<file path="config.mk">
export PLATFORM = sky130hd
export DESIGN_NAME = vtg_timing
export DESIGN_NICKNAME = d
export VERILOG_FILES = /design/src/rtl/vtg_pkg.sv /design/src/rtl/vtg_edge.sv /design/src/rtl/vtg_count.sv /design/src/rtl/vtg_decode.sv /design/src/rtl/vtg_timing.sv
export SDC_FILE = /design/constraint.sdc
export NUM_CORES = 1
export LEC_CHECK = 0
export BUFFER_PORTS_ARGS = -buffer_cell sky130_fd_sc_hd__buf_4
export CORE_ASPECT_RATIO = 1.1
export CORE_MARGIN = 8
export CORE_UTILIZATION = 40
export CTS_CLUSTER_DIAMETER = 200
export CTS_CLUSTER_SIZE = 14
export DETAILED_ROUTE_END_ITERATION = 16
export SLEW_MARGIN = 20
export SYNTH_ARGS = -nofsm -noshare
export SYNTH_HDL_FRONTEND = slang
export SYNTH_HIERARCHICAL = 1
export SYNTH_SLANG_ARGS = --single-unit
</file>
<file path="constraint.sdc">
create_clock -name clk -period 2.5 [get_ports clk]
set_clock_uncertainty 0.2 [all_clocks]
set_input_delay 0.25 -clock clk [delete_from_list [all_inputs] [get_ports clk]]
set_output_delay 0.25 -clock clk [all_outputs]
set_load 0.02 [all_outputs]
</file>
<file path="src/rtl/vtg_pkg.sv">
package vtg_pkg;

  typedef enum logic [1:0] {
    PULSE_NORMAL = 2'd0,
    PULSE_EQ     = 2'd1,
    PULSE_BROAD  = 2'd2
  } pulse_kind_e;

  // sync pulse shape used on a given line of the selected standard
  function automatic pulse_kind_e line_kind(input logic pal, input int ln);
    if (pal) begin
      if ((ln >= 1 && ln <= 2) || (ln >= 313 && ln <= 315)) return PULSE_BROAD;
      if ((ln >= 3 && ln <= 5) || (ln >= 311 && ln <= 312) ||
          (ln >= 316 && ln <= 318) || (ln >= 624 && ln <= 625)) return PULSE_EQ;
    end else begin
      if ((ln >= 4 && ln <= 6) || (ln >= 267 && ln <= 269)) return PULSE_BROAD;
      if ((ln >= 1 && ln <= 3) || (ln >= 7 && ln <= 9) ||
          (ln >= 264 && ln <= 266) || (ln >= 270 && ln <= 272)) return PULSE_EQ;
    end
    return PULSE_NORMAL;
  endfunction

  // lines carrying picture, clamp and burst
  function automatic logic picture_line(input logic pal, input int ln);
    if (pal) return (ln >= 6 && ln <= 310) || (ln >= 319 && ln <= 623);
    return (ln >= 10 && ln <= 263) || (ln >= 273 && ln <= 525);
  endfunction

  function automatic logic second_field(input logic pal, input int ln);
    return pal ? (ln >= 314) : (ln >= 264);
  endfunction

endpackage

</file>
<file path="src/rtl/vtg_edge.sv">
module vtg_edge #(
  parameter int N = 2
) (
  input  logic         clk,
  input  logic         rst_n,
  input  logic         pix_en,
  input  logic [N-1:0] level,
  output logic [N-1:0] rise
);

  for (genvar i = 0; i < N; i++) begin : g_ch
    logic prev_q;

    always_ff @(posedge clk or negedge rst_n) begin
      if (!rst_n)      prev_q <= 1'b0;
      else if (pix_en) prev_q <= level[i];
    end

    assign rise[i] = level[i] & ~prev_q;
  end

endmodule

</file>
<file path="src/rtl/vtg_count.sv">
module vtg_count #(
  parameter int PIX_W    = 10,
  parameter int LINE_W   = 10,
  parameter int NTSC_PPL = 858,
  parameter int PAL_PPL  = 864,
  parameter int NTSC_LPF = 525,
  parameter int PAL_LPF  = 625
) (
  input  logic              clk,
  input  logic              rst_n,
  input  logic              pix_en,
  input  logic              std_pal,
  input  logic              slave_en,
  input  logic              h_rise,
  input  logic              v_rise,
  output logic [PIX_W-1:0]  pix_q,
  output logic [LINE_W-1:0] line_q
);

  localparam logic [PIX_W-1:0]  NTSC_LAST = PIX_W'(NTSC_PPL - 1);
  localparam logic [PIX_W-1:0]  PAL_LAST  = PIX_W'(PAL_PPL - 1);
  localparam logic [LINE_W-1:0] NTSC_END  = LINE_W'(NTSC_LPF);
  localparam logic [LINE_W-1:0] PAL_END   = LINE_W'(PAL_LPF);
  localparam logic [LINE_W-1:0] FIRST_LN  = LINE_W'(1);

  logic [PIX_W-1:0]  pix_last;
  logic [LINE_W-1:0] line_last;
  logic              h_sync, v_sync, end_of_line;

  assign pix_last    = std_pal ? PAL_LAST : NTSC_LAST;
  assign line_last   = std_pal ? PAL_END  : NTSC_END;
  assign h_sync      = slave_en & h_rise;
  assign v_sync      = slave_en & v_rise;
  assign end_of_line = h_sync | (pix_q >= pix_last);

  always_ff @(posedge clk or negedge rst_n) begin
    if (!rst_n) begin
      pix_q  <= '0;
      line_q <= FIRST_LN;
    end else if (pix_en) begin
      pix_q <= end_of_line ? '0 : pix_q + 1'b1;
      if (v_sync)           line_q <= FIRST_LN;
      else if (end_of_line) line_q <= (line_q >= line_last) ? FIRST_LN : line_q + 1'b1;
    end
  end


  pix_step_chk: assert property (@(posedge clk) disable iff (!rst_n)
    (pix_en && !slave_en && pix_q < pix_last) |=> (pix_q == $past(pix_q) + 1'b1));


  idle_hold_chk: assert property (@(posedge clk) disable iff (!rst_n)
    !pix_en |=> ($stable(pix_q) && $stable(line_q)));


  h_reload_chk: assert property (@(posedge clk) disable iff (!rst_n)
    (pix_en && slave_en && h_rise) |=> (pix_q == '0));


  v_reload_chk: assert property (@(posedge clk) disable iff (!rst_n)
    (pix_en && slave_en && v_rise) |=> (line_q == FIRST_LN));

endmodule

</file>
<file path="src/rtl/vtg_decode.sv">
module vtg_decode #(
  parameter int PIX_W       = 10,
  parameter int LINE_W      = 10,
  parameter int NTSC_PPL    = 858,
  parameter int PAL_PPL     = 864,
  parameter int HS_W        = 63,
  parameter int EQ_W        = 31,
  parameter int BURST_START = 72,
  parameter int BURST_LEN   = 36,
  parameter int NTSC_HBLANK = 138,
  parameter int PAL_HBLANK  = 144
) (
  input  logic              std_pal,
  input  logic [PIX_W-1:0]  pix,
  input  logic [LINE_W-1:0] line,
  output logic              csync_n,
  output logic              clamp,
  output logic              blank,
  output logic              field
);
  import vtg_pkg::*;

  localparam logic [PIX_W-1:0] NTSC_LEN = PIX_W'(NTSC_PPL);
  localparam logic [PIX_W-1:0] PAL_LEN  = PIX_W'(PAL_PPL);
  localparam logic [PIX_W-1:0] HS_P     = PIX_W'(HS_W);
  localparam logic [PIX_W-1:0] EQ_P     = PIX_W'(EQ_W);
  localparam logic [PIX_W-1:0] B_FIRST  = PIX_W'(BURST_START);
  localparam logic [PIX_W-1:0] B_LAST   = PIX_W'(BURST_START + BURST_LEN - 1);
  localparam logic [PIX_W-1:0] NTSC_HB  = PIX_W'(NTSC_HBLANK);
  localparam logic [PIX_W-1:0] PAL_HB   = PIX_W'(PAL_HBLANK);

  logic [PIX_W-1:0] len, half, hb_end;
  pulse_kind_e      kind;
  logic             pic_ln, sync_low;

  always_comb begin
    len    = std_pal ? PAL_LEN : NTSC_LEN;
    half   = len >> 1;
    hb_end = std_pal ? PAL_HB : NTSC_HB;
    kind   = line_kind(std_pal, int'(line));
    pic_ln = picture_line(std_pal, int'(line));
    case (kind)
      PULSE_EQ:    sync_low = (pix < EQ_P) || (pix >= half && pix < half + EQ_P);
      PULSE_BROAD: sync_low = (pix < half - HS_P) || (pix >= half && pix < len - HS_P);
      default:     sync_low = (pix < HS_P);
    endcase
    csync_n = ~sync_low;
    clamp   = pic_ln && (pix >= B_FIRST) && (pix <= B_LAST);
    blank   = (pix < hb_end) || !pic_ln;
    field   = second_field(std_pal, int'(line));
  end

endmodule

</file>
<file path="src/rtl/vtg_timing.sv">
module vtg_timing #(
  parameter int PIX_W       = 10,
  parameter int LINE_W      = 10,
  parameter int NTSC_PPL    = 858,
  parameter int PAL_PPL     = 864,
  parameter int NTSC_LPF    = 525,
  parameter int PAL_LPF     = 625,
  parameter int HS_W        = 63,
  parameter int EQ_W        = 31,
  parameter int BURST_START = 72,
  parameter int BURST_LEN   = 36,
  parameter int NTSC_HBLANK = 138,
  parameter int PAL_HBLANK  = 144
) (
  input  logic              clk,
  input  logic              rst_n,
  input  logic              pix_en,
  input  logic              std_pal,
  input  logic              slave_en,
  input  logic              sync_src,
  input  logic              hs_in,
  input  logic              vs_in,
  input  logic              code_h,
  input  logic              code_v,
  output logic              csync_n,
  output logic              clamp,
  output logic              blank,
  output logic              field,
  output logic [PIX_W-1:0]  pix_cnt,
  output logic [LINE_W-1:0] line_cnt
);

  localparam int REF_CH = 2;

  logic [REF_CH-1:0] ref_level, ref_rise;

  // bit 0 horizontal, bit 1 vertical
  assign ref_level = sync_src ? {code_v, code_h} : {vs_in, hs_in};

  vtg_edge #(.N(REF_CH)) u_edge (
    .clk    (clk),
    .rst_n  (rst_n),
    .pix_en (pix_en),
    .level  (ref_level),
    .rise   (ref_rise)
  );

  vtg_count #(
    .PIX_W(PIX_W), .LINE_W(LINE_W),
    .NTSC_PPL(NTSC_PPL), .PAL_PPL(PAL_PPL),
    .NTSC_LPF(NTSC_LPF), .PAL_LPF(PAL_LPF)
  ) u_count (
    .clk      (clk),
    .rst_n    (rst_n),
    .pix_en   (pix_en),
    .std_pal  (std_pal),
    .slave_en (slave_en),
    .h_rise   (ref_rise[0]),
    .v_rise   (ref_rise[1]),
    .pix_q    (pix_cnt),
    .line_q   (line_cnt)
  );

  vtg_decode #(
    .PIX_W(PIX_W), .LINE_W(LINE_W),
    .NTSC_PPL(NTSC_PPL), .PAL_PPL(PAL_PPL),
    .HS_W(HS_W), .EQ_W(EQ_W),
    .BURST_START(BURST_START), .BURST_LEN(BURST_LEN),
    .NTSC_HBLANK(NTSC_HBLANK), .PAL_HBLANK(PAL_HBLANK)
  ) u_decode (
    .std_pal (std_pal),
    .pix     (pix_cnt),
    .line    (line_cnt),
    .csync_n (csync_n),
    .clamp   (clamp),
    .blank   (blank),
    .field   (field)
  );


  clamp_sync_high_chk: assert property (@(posedge clk) disable iff (!rst_n)
    clamp |-> csync_n);


  clamp_in_blank_chk: assert property (@(posedge clk) disable iff (!rst_n)
    clamp |-> blank);

endmodule

</file>
* Word level (Yosys, flattened, before mapping) *
Cells that the tools add are included.

word-level totals
  bits in registers = 22
  input port bits = 10
  word-level logic and storage cells = 129

operators by class
  add/sub/neg operators = 5
  magnitude comparators = 43
  equality and inequality tests = 2
  mux-type cells = 31
  bitwise operators = 8
  reductions and logical operators = 36

operators with widths
  kind                                                                number
  greater-or-equal comparator 10 x 9 -> 1 bit, second input constant  9
  less-or-equal comparator 10 x 9 -> 1 bit, second input constant     8
  less-than comparator 10 bit                                         4
  two-way mux 10 bit                                                  4
  greater-or-equal comparator 10 x 3 -> 1 bit, second input constant  3
  less-or-equal comparator 10 bit, second input constant              3
  adder 10 x 1 -> 10 bit, second input constant                       2
  greater-or-equal comparator 10 bit                                  2
  less-or-equal comparator 10 x 2 -> 1 bit, second input constant     2
  less-or-equal comparator 10 x 3 -> 1 bit, second input constant     2
  logical AND 1 bit                                                   20
  two-way mux 2 bit                                                   9
  logical OR 1 bit                                                    13
  two-way mux 1 bit                                                   13
  adder 9 x 5 -> 10 bit, second input constant                        1
  greater-or-equal comparator 10 x 1 -> 1 bit, second input constant  1
  greater-or-equal comparator 10 bit, second input constant           1
  greater-or-equal comparator 10 x 2 -> 1 bit, second input constant  1
  greater-or-equal comparator 10 x 4 -> 1 bit, second input constant  1
  greater-or-equal comparator 10 x 7 -> 1 bit, second input constant  1
  greater-or-equal comparator 10 x 9 -> 1 bit                         1
  less-or-equal comparator 10 x 4 -> 1 bit, second input constant     1
  less-or-equal comparator 10 x 7 -> 1 bit, second input constant     1
  less-than comparator 10 x 5 -> 1 bit, second input constant         1
  16 further kinds                                                    21

* Logic depth before layout (Yosys ltp) *
Gate-level depths: netlist of run 1.

  depth after elaboration = 12
  gate-level depth with buffers = 12
  gate-level depth less buffers = 10

* Hierarchy *
Netlist of run 1, hierarchy kept.

modules (own cells, without submodules)
  module      instances  cells each  area an instance (um2)  seq. area each (um2)
  vtg_count   1          146         1375.1                  501.7
  vtg_decode  1          141         953.4                   0.0
  vtg_edge    1          6           85.1                    50.0
  vtg_timing  1          2           22.5                    0.0

* Worst setup path before layout of run 1 *
No wires, ideal clock.

  path kind = reg-to-output
  start point = register u_count.line_q[1]
  end point = output port csync_n
  data arrival time = 2546 ps
  required time = 2050 ps
  path slack = -496 ps
  stages on the path, launching flop included = 12
  path buffers = 1
  cells stage by stage = dfrtp_1 > buf_6 > or2_4 > or4_1 > o22ai_1 > or3_1 > a22oi_1 > ha_1 > inv_1 > nand3b_1 > a31oi_1 > a211oi_2

between the ends
  cells in the longest elaborated chain, start to end = 12

RTL lines
  element                                                                     RTL line                      text
  start: declaration                                                          vtg_count.sv:17               output logic [LINE_W-1:0] line_q
  start signal: assignment                                                    vtg_count.sv:43               else if (end_of_line) line_q <= (line_q >= line_last) ? FIRST_LN : line_q + 1'b1;
  greater-or-equal comparator 10 x 1 -> 1 bit, or another cell as far along   vtg_pkg.sv:12, vtg_pkg.sv:17
  logical AND 1 bit, on equally long branches                                 vtg_pkg.sv:17, vtg_pkg.sv:13
  logical OR 1 bit, on equally long branches (2 in a row)                     vtg_pkg.sv:17, vtg_pkg.sv:13
  logical OR 1 bit, on equally long branches                                  vtg_pkg.sv:18, vtg_pkg.sv:14
  two-way mux 2 bit, or another cell as far along (2 in a row)                vtg_pkg.sv:17                 if ((ln >= 1 && ln <= 3) || (ln >= 7 && ln <= 9) ||
  two-way mux 2 bit / two-way mux 1 bit (equally long branches)               vtg_pkg.sv:11                 if (pal) begin
  two-way mux 2 bit (*)                                                       vtg_pkg.sv:20                 return PULSE_NORMAL;
  equality test 2 bit / equality test 2 x 1 -> 1 bit (equally long branches)  vtg_decode.sv:42              case (kind)
  case mux 1 bit (2 select lines) (*)                                         vtg_decode.sv:42
  inverter 1 bit (*)                                                          vtg_decode.sv:47              csync_n = ~sync_low;
  end: declaration                                                            vtg_timing.sv:25              output logic csync_n,

Mark *: on every way between the ends. The rest lies on a longest branch, timed or not. The select of a mux whose other input is x is not followed.

* Worst setup path in the final report of run 1 *
  start point = register u_count.line_q[8]
  end point = output port csync_n

The elaborated chain is that of the path after synthesis.

==> metrics, run 1 <==
CTS Buf Count 3; failing checks setup timing; TritonRoute pass-1 iters 4; min Tclk post-route 3.11 ns; Die Y 97.9 um; RSZ-0062 raised after global routing yes; first-pass GRT wire length 12400 um; Synth top area share 0.216; setup TNS -0.607 ns; Area contributors post-synth dfrtp_1, ha_1, a22o_1, a21oi_1, nand4_1; syn avg cell area 8.26 sq um; final hold viol count 0; Longest Clk Path Bufs 2; Final Instance Area 0.00329 sq mm; boundary pin count 34; H-Tree Depth 1; largest net degree at the start of global routing 23; Initial Utilization 0.403; FF-to-FF Start u_count/line_q[3]; Seq cells post-synth 22; Port Buffers 33; Hold Path Class input pin to flop; Clock transition at path regs 0.08 ns; DP HPWL 5380 um; crit path to csync_n; crit path setup slack, layout -0.607 ns; Setup CP Type flop to primary output; die width 90.4 um; Mapped Nets 328; global route overflow 0; power per cell area 591 mW/mm^2; dpl cell area 0.00308 sq mm; CTS sink cnt 22; area leader, netlist dfrtp_1; flop2flop setup slack 0.17 ns; DR iter-0 viols 122; Worst VDD drop 0.491 mV; ANT nets after route 0; EDFF count, synth 0; Crit path arrival time 2.66 ns; Core Rows 30; max-cap viol count 0; Clk Latency, worst-skew pair 0.26 ns; Worst EP required 2.05 ns; synth warn 6; DIE AREA 0.00885 sq mm; static leakage 1.51 nW; Startpoint Class flop; Sequential Area 558 sq um; RR Endpoint u_count/line_q[1]; vias in the first global route 2584; register area share after synthesis 0.227; leading cell type in the layout, fill and taps excluded buf_4; CORE AREA 0.00604 sq mm; endpoint kind of the worst setup timing path primary output; share of post-route cells with drive strength above 1 0.362; final setup fails 1; Critical path origin u_count/line_q[8]; Root Driver clkbuf_8; vias post-DR 2590; FILL cells 557; asr flop ratio synth 1.00; RePlAce Congestion 0.911; worst-path fanout max 5; CTS tree yes; # diodes 0; Slew @ Worst Pin 0.434 ns; post-synth cell types 70; most frequent cells in the layout buf_4, ha_1, nand2_1, a21oi_1; Final #Nets 407; multi-input logic area 0.00183 sq mm; Vias/cell 5.72; Synth Flop Type dfrtp_1; Final Max Slew Viols 0; max_slew headroom 0.711; Final period util 1.24; Syn-to-layout area delta 35.2%; DRC 0; initial antenna violation count 0; synthesized area 0.00244 sq mm; Worst R2R Path Depth 7; Peak Freq 0.322 GHz; all-layer global routing usage 0.163; DR WL/cell 16.0 um; Post-Synthesis Cells 295; outcome finished with violations; total routed wirelength 7240 um
-- worst min-delay path by stage --
stage          startpoint               endpoint  slack (ns)  cells past startpoint
2_1_floorplan       rst_n      u_count/line_q[1]       -0.25                      0
3_3_place_gp        rst_n  u_edge/g_ch[1].prev_q       -0.04                      1
3_5_place_dp        rst_n  u_edge/g_ch[1].prev_q       -0.04                      1
4_1_cts            pix_en       u_count/pix_q[6]         0.1                      2
5_1_grt            pix_en       u_count/pix_q[6]        0.12                      2
6_report           pix_en       u_count/pix_q[9]        0.11                      2
-- metrics by stage --
stage               hold slack [ns]  setup WS (ns)  power, W  std cells   util
finish                        0.108         -0.607   0.00194        453  0.545
detailed placement          -0.0381         -0.370   0.00161        443  0.509
global placement            -0.0432         -0.310   0.00159        443  0.509
floorplan                    -0.246         -0.372   0.00115        295      -
CTS                          0.0987         -0.602   0.00192        450  0.534
global route                  0.117         -0.783   0.00211        453  0.545
-- cell usage after synthesis (3+ instances only) --
cell and n:
buf_6 3, nor3b_1 3, nand2_1 18, nand2b_1 3, and3_1 9, buf_2 5, nor3_1 7, a21o_1 3
clkbuf_1 3, o22ai_1 4, a21oi_1 20, or3_1 3, a31oi_1 4, nor2_1 16, xnor2_1 3, and2_1 3
o21ai_1 6, o31ai_1 8, ha_1 23, inv_1 16, dfrtp_1 21, o211ai_1 4, nand4_1 11, o21ai_0 11
a22o_1 12, mux2_2 4, nand3_1 12, nor2b_1 9
-- cell families after synthesis --
family / after synthesis / share of synthesized area
buffers and inverters: 29 / 0.0596
flip-flops: 22 / 0.227
adder cells (fa/ha/maj): 23 / 0.118
multiplexers: 5 / 0.0226
XOR/XNOR: 4 / 0.0144
AO/OA/AOI/OAI: 99 / 0.292
AND/OR/NAND/NOR: 113 / 0.267
-- worst max-delay path, cell delays in order, from the launching register on --
cell and delay [ns]:
dfrtp_2 0.44, nand2b_4 0.15, or4_1 0.46, o22ai_1 0.18, or3_4 0.17, a22oi_2 0.07, ha_1 0.33, a21oi_1 0.19
a221oi_2 0.10, a211oi_2 0.15, buf_4 0.17
-- timing repair --
action                     CTS  global route
cloned                       0             0
resized for setup           16            10
hold endpoints to repair    22             0
pin swaps                   10             6
buffers inserted             2             3
setup endpoints to repair    3             4
hold buffers                 1             0
-- sequential cells by signal, indices dropped and copies added (netlist names) --
name / cells
u_count/pix_q: 10
u_count/line_q: 10
u_edge/g_ch.prev_q: 2
-- area by class of cell --
type	count	share of cell area
inverter	16	0.0182
multi-input combinational	244	0.557
clock buffer	4	0.0167
sequential	22	0.169
timing repair buffer	87	0.209
tap	80	0.0304
-- power by group --
part | internal (W) | switching [W] | total [W]
clock | 0.000140 | 0.000109 | 0.000249
sequential | 0.000423 | 0.0000550 | 0.000478
combinational | 0.000547 | 0.000671 | 0.00122
total | 0.00111 | 0.000835 | 0.00194
-- metal layers --
| layer | vias up | GRT usage | part of all wire |
|---|---|---|---|
| met5 | - | 0 | 0 |
| met4 | 0 | 0.0462 | 0.0098 |
| met3 | 6 | 0.0161 | 0.034 |
| met2 | 68 | 0.284 | 0.51 |
| met1 | 1239 | 0.208 | 0.45 |
| li1 | 1277 | - | - |
(Power assumes the default switching activity.)
==> inputs of run 2 (changes only) <==
--- a/config.mk
+++ b/config.mk
@@ -12,6 +12,7 @@
 export CTS_CLUSTER_DIAMETER = 200
 export CTS_CLUSTER_SIZE = 14
 export DETAILED_ROUTE_END_ITERATION = 16
+export HOLD_SLACK_MARGIN = 0.15
 export SLEW_MARGIN = 20
 export SYNTH_ARGS = -nofsm -noshare
 export SYNTH_HDL_FRONTEND = slang
==> constraint.sdc (replaced) <==
create_clock -name clk -period 2.5 [get_ports clk]
set_clock_uncertainty 0.2 [all_clocks]
set_input_delay 0.5 -clock clk [delete_from_list [all_inputs] [get_ports clk]]
set_output_delay 0.5 -clock clk [all_outputs]
set_load 0.005 [all_outputs]
==> run 2 against run 1 <==
The run still ends with setup timing left. Design area increased by 5.1%. Fmax is 5.9% lower. Non-clock buffer count increased by 17. Setup slack worse by 0.20 ns. Worst hold slack improved by 0.20 ns. Critical endpoint unchanged.
==> metrics, run 2 (synthesis results as in run 1) <==
die width 90.4 um; Initial Utilization 0.403; multi-input logic area 0.00189 sq mm; Final Core Density 0.573; boundary pin count 34; total routed wirelength 7780 um; dpl cell area 0.00313 sq mm; DR iter-0 viols 120; Hold Path Class flop to flop; CTS tree yes; hold path cells 1; DRC 0; most frequent cells in the layout buf_4, ha_1, dfrtp_1; Longest Clk Path Bufs 2; Port Buffers 33; Startpoint Class flop; RR Endpoint u_count/line_q[1]; final hold viol count 0; Worst Min Path Start u_edge/g_ch[1].prev_q; # diodes 0; Die Y 97.9 um; Peak Freq 0.303 GHz; Final #Nets 424; Clock transition at path regs 0.07 ns; endpoint kind of the worst setup timing path primary output; DR WL/cell 16.6 um; Root Driver clkbuf_8; Worst EP required 1.80 ns; DP HPWL 5590 um; RSZ-0062 raised after global routing yes; Worst VDD drop 0.423 mV; share of post-route cells with drive strength above 1 0.408; CTS Buf Count 3; Final period util 1.32; global route overflow 0; outcome finished with violations; FILL cells 559; max_slew headroom 0.737; flop2flop setup slack -0.02 ns; DIE AREA 0.00885 sq mm; Final Instance Area 0.00346 sq mm; Syn-to-layout area delta 42.1%; Final Max Slew Viols 0; RePlAce Congestion 0.888; Slowest-stage cell, CP dfrtp_1; H-Tree Depth 1; final setup fails 5; all-layer global routing usage 0.173; Setup CP Type flop to primary output; TritonRoute pass-1 iters 4; Worst R2R Path Depth 10; biggest cell delay along the critical path 0.43 ns; max-cap viol count 0; worst path cell trace nor3_2 > buf_4 > nand3b_1 > a211oi_2 > or3_4 > a22oi_2 > ha_4 > inv_2 > nand3b_1 > a31oi_1 > a211oi_2 > buf_4; Clk Latency, worst-skew pair 0.25 ns; largest net degree at the start of global routing 23; Worst Hold Path EP u_edge/g_ch[1].prev_q; leading cell type in the layout, fill and taps excluded buf_4; CORE AREA 0.00604 sq mm; vias in the first global route 2757; Core Rows 30; worst hold margin 0.310 ns; FF-to-FF Start u_count/line_q[5]; min Tclk post-route 3.30 ns; crit path setup slack, layout -0.803 ns; Slew @ Worst Pin 0.392 ns; initial antenna violation count 0; power per cell area 557 mW/mm^2; failing checks setup timing; vias post-DR 2715; biggest regs u_count/line_q (10), u_count/pix_q (10), u_edge/g_ch.prev_q (2); static leakage 1.59 nW; worst-path fanout max 7; Vias/cell 5.78; first-pass GRT wire length 12900 um; CTS sink cnt 22; Crit path arrival time 2.60 ns; ANT nets after route 0; Sequential Area 554 sq um
[run 2: cell types whose count changed in the layout (fill, tap and decap cells not counted), moves of 2 or more]
cell,before,now
buf_4,80,96
a21oi_1,18,15
dfrtp_1,16,19
dfrtp_2,5,2
a21oi_2,3,5
inv_1,16,14
inv_2,0,2
nor3_2,1,3
o21ai_2,3,1
[run 2: layout make-up]
type,instances,share of cell area
Multi-Input combinational cell,244,0.546
Timing Repair Buffer,104,0.235
Sequential cell,22,0.160
Tap cell,80,0.0289
Inverter,16,0.0173
Clock buffer,4,0.0130
[run 2: worst max-delay path: cells and delay by family, from the launching register on]
kind / cells / cell delay (ns)
buffers and inverters: 3 / 0.38
DFF: 1 / 0.43
and+or+nand+nor: 4 / 0.62
AOI/OAI and AO/OA: 4 / 0.62
adders and majority gates: 1 / 0.31
[run 2: where the power goes]
part           internal, W  total, W  switching [W]
Clock             0.000113  0.000216       0.000103
Sequential        0.000422  0.000472      0.0000504
Combinational     0.000591   0.00124       0.000649
[run 2: how the worst max path moves through the flow]
| stage | startpoint | depth (start not counted) | endpoint |
|---|---|---|---|
| 3_5_place_dp | u_count/line_q[8] | 11 | csync_n |
| 5_1_grt | u_count/line_q[7] | 12 | csync_n |
| 6_report | u_count/line_q[7] | 12 | csync_n |
| 2_1_floorplan | u_count/line_q[1] | 11 | csync_n |
| 4_1_cts | u_count/line_q[8] | 10 | csync_n |
| 3_3_place_gp | u_count/line_q[8] | 10 | csync_n |
[run 2: metal layers]
layer	wire length, um	track usage	vias to the layer above
met4	155	0.0667	0
met5	0	0	-
met3	216	0.0192	13
met1	3430	0.204	1330
met2	3980	0.312	53
li1	-	-	1319
[run 2: timing repair]
action,4_1_cts,5_1_grt
hold buffers,1,0
endpoints found under the hold margin,21,0
endpoints found under the setup margin,4,4
pin swaps,13,14
resized for setup,28,15
buffers inserted,13,3
[run 2: metrics by stage]
| step | setup slack (ns) | power, W | TNS [ns] | cells |
|---|---|---|---|---|
| floorplan | -0.430 | 0.00109 | -0.430 | 295 |
| finish | -0.803 | 0.00193 | -2.13 | 470 |
| global placement | -0.548 | 0.00157 | -0.650 | 452 |
| CTS | -0.850 | 0.00187 | -2.88 | 470 |
| global route | -0.875 | 0.00208 | -2.68 | 470 |
| detailed placement | -0.592 | 0.00158 | -0.911 | 452 |
==> inputs of run 3 (changes only) <==
--- a/config.mk
+++ b/config.mk
@@ -6,13 +6,16 @@
 export NUM_CORES = 1
 export LEC_CHECK = 0
 export BUFFER_PORTS_ARGS = -buffer_cell sky130_fd_sc_hd__buf_4
+export CELL_PAD_IN_SITES_DETAIL_PLACEMENT = 0
+export CELL_PAD_IN_SITES_GLOBAL_PLACEMENT = 1
 export CORE_ASPECT_RATIO = 1.1
 export CORE_MARGIN = 8
-export CORE_UTILIZATION = 40
+export CORE_UTILIZATION = 39
 export CTS_CLUSTER_DIAMETER = 200
 export CTS_CLUSTER_SIZE = 14
 export DETAILED_ROUTE_END_ITERATION = 16
 export HOLD_SLACK_MARGIN = 0.15
+export PLACE_DENSITY_LB_ADDON = 0.1
 export SLEW_MARGIN = 20
 export SYNTH_ARGS = -nofsm -noshare
 export SYNTH_HDL_FRONTEND = slang
==> run 3 against run 2 <==
The flow still finishes with violations (setup timing). Routed wire length fell by 6.2%. Clock-buffer cell count did not move. Sequential power rose by 0.8%. Critical path depth decreased by 1. First-iteration DRC count is 35% lower. Utilization is 1.6 points lower. Global-route usage shrank 1.3 points. Via count decreased by 3.4%. Non-clock buffer count fell by 7. Critical endpoint unchanged. Critical path type unchanged. Cell count fell by 1.5%.
==> metrics, run 3 (synthesis results as in run 1) <==
outcome finished with violations; failing checks setup timing; final setup fails 4; Clock transition at path regs 0.08 ns; wire length on met2 3480 um; all-layer global routing usage 0.160; FILL cells 571; DP HPWL 5620 um; Setup CP Type flop to primary output; largest net degree at the start of global routing 23; Core Rows 30; Initial Utilization 0.398; Port Buffers 33; Syn-to-layout area delta 39.8%; max_slew headroom 0.739; flop2flop setup slack 0.22 ns; power per cell area 567 mW/mm^2; Final Max Slew Viols 0; DR top layer met4; static leakage 1.55 nW; Top cell by count, worst path buf_4; Pwr Total 0.00193 W; vias in the first global route 2504; crit path setup slack, layout -0.789 ns; Crit path arrival time 2.59 ns; M1 WL 3530 um; CORE AREA 0.00612 sq mm; CTS tree yes; H-Tree Depth 1; share of post-route cells with drive strength above 1 0.397; worst-path fanout max 4; initial antenna violation count 0; DR iter-0 viols 78; Final #Nets 417; Vias/cell 5.67; DRC 0; Worst EP required 1.80 ns; die width 91.4 um; CTS sink cnt 22; Peak Freq 0.304 GHz; worst path cell trace buf_4 > buf_6 > or4_4 > o22ai_2 > or3_4 > a22oi_2 > ha_4 > a21oi_1 > a221oi_2 > a211oi_2 > buf_4; final hold viol count 0; TritonRoute pass-1 iters 4; leading cell type in the layout, fill and taps excluded buf_4; endpoint kind of the worst setup timing path primary output; Longest Clk Path Bufs 2; first-pass GRT wire length 12200 um; global route overflow 0; total routed wirelength 7300 um; Die Y 98.9 um; RSZ-0062 raised after global routing yes; max-cap viol count 0; min Tclk post-route 3.29 ns; Slowest-stage cell, CP or4_4; vias post-DR 2623; Final period util 1.32; Hold Path Class flop to flop; Root Driver clkbuf_8; met3 wire len 230 um; Slew @ Worst Pin 0.391 ns; most frequent cells in the layout buf_4, ha_1, dfrtp_1; Startpoint Class flop; CTS Buf Count 3; Clk Latency, worst-skew pair 0.26 ns; RePlAce Congestion 0.834; biggest regs u_count/line_q (10), u_count/pix_q (10), u_edge/g_ch.prev_q (2); DIE AREA 0.00903 sq mm; ANT nets after route 0; boundary pin count 34; Worst VDD drop 0.343 mV; # diodes 0; biggest cell delay along the critical path 0.50 ns; DR WL/cell 15.8 um; Final Core Density 0.556
-- run 3: cell count changes in the layout (fill, tap and decap cells not counted), sizes merged --
cell and delta:
buf -7
-- run 3: final cells by class --
| class | instances | area, sq um | area share |
|---|---|---|---|
| Timing Repair Buffer | 97 | 753 | 0.221 |
| Inverter | 16 | 60.1 | 0.0176 |
| Multi-Input combinational cell | 244 | 1880 | 0.553 |
| Clock buffer | 4 | 55.1 | 0.0162 |
| Sequential cell | 22 | 554 | 0.163 |
| Tap cell | 80 | 100 | 0.0294 |
-- run 3: final timing paths --
kind	from	end	cells after the start
max	u_count/line_q[7]	csync_n	11
min	u_edge/g_ch[1].prev_q	u_edge/g_ch[1].prev_q	1
max reg2reg	u_count/line_q[0]	u_count/line_q[8]	9
min reg2reg	u_edge/g_ch[1].prev_q	u_edge/g_ch[1].prev_q	1
max in group asynchronous	rst_n	u_count/line_q[0]	2
min in group asynchronous	rst_n	u_count/line_q[4]	2
-- run 3: routing by layer --
layer / global-route usage / up-vias
met2: 0.267 / 46
met4: 0.0353 / 0
met1: 0.215 / 1279
li1: - / 1294
met3: 0.0160 / 4
met5: 0 / -
-- run 3: repair_timing --
action,4_1_cts,5_1_grt
gates resized for setup,26,11
hold endpoints to repair,21,0
endpoints found under the setup margin,4,4
pin swaps,12,11
setup buffers,5,2
hold buffers,1,0
-- run 3: through the flow --
step	hold WS (ns)	cells	area [sq um]	TNS, ns	setup WS (ns)
global placement	0.207	451	3130	-0.981	-0.536
detailed placement	0.207	451	3130	-1.17	-0.567
global route	0.333	463	3400	-1.61	-0.897
finish	0.313	463	3400	-1.23	-0.789
floorplan	0.00441	295	2470	-0.430	-0.430
CTS	0.315	461	3350	-1.11	-0.785
-- run 3: worst max-delay path, delay by kind of cell, from the launching register on --
kind / cells / cell delay [ns]
AOI/OAI and AO/OA: 5 / 0.58
and+or+nand+nor: 2 / 0.65
buffers and inverters: 3 / 0.39
adders and majority gates: 1 / 0.31
DFF: 1 / 0.41
-- run 3: where the power goes --
group | switching (W) | internal [W] | leakage [nW] | total [W]
Sequential | 0.0000540 | 0.000422 | 0.284 | 0.000476
Clock | 0.000114 | 0.000140 | 0.0288 | 0.000255
Combinational | 0.000618 | 0.000581 | 1.24 | 0.00120
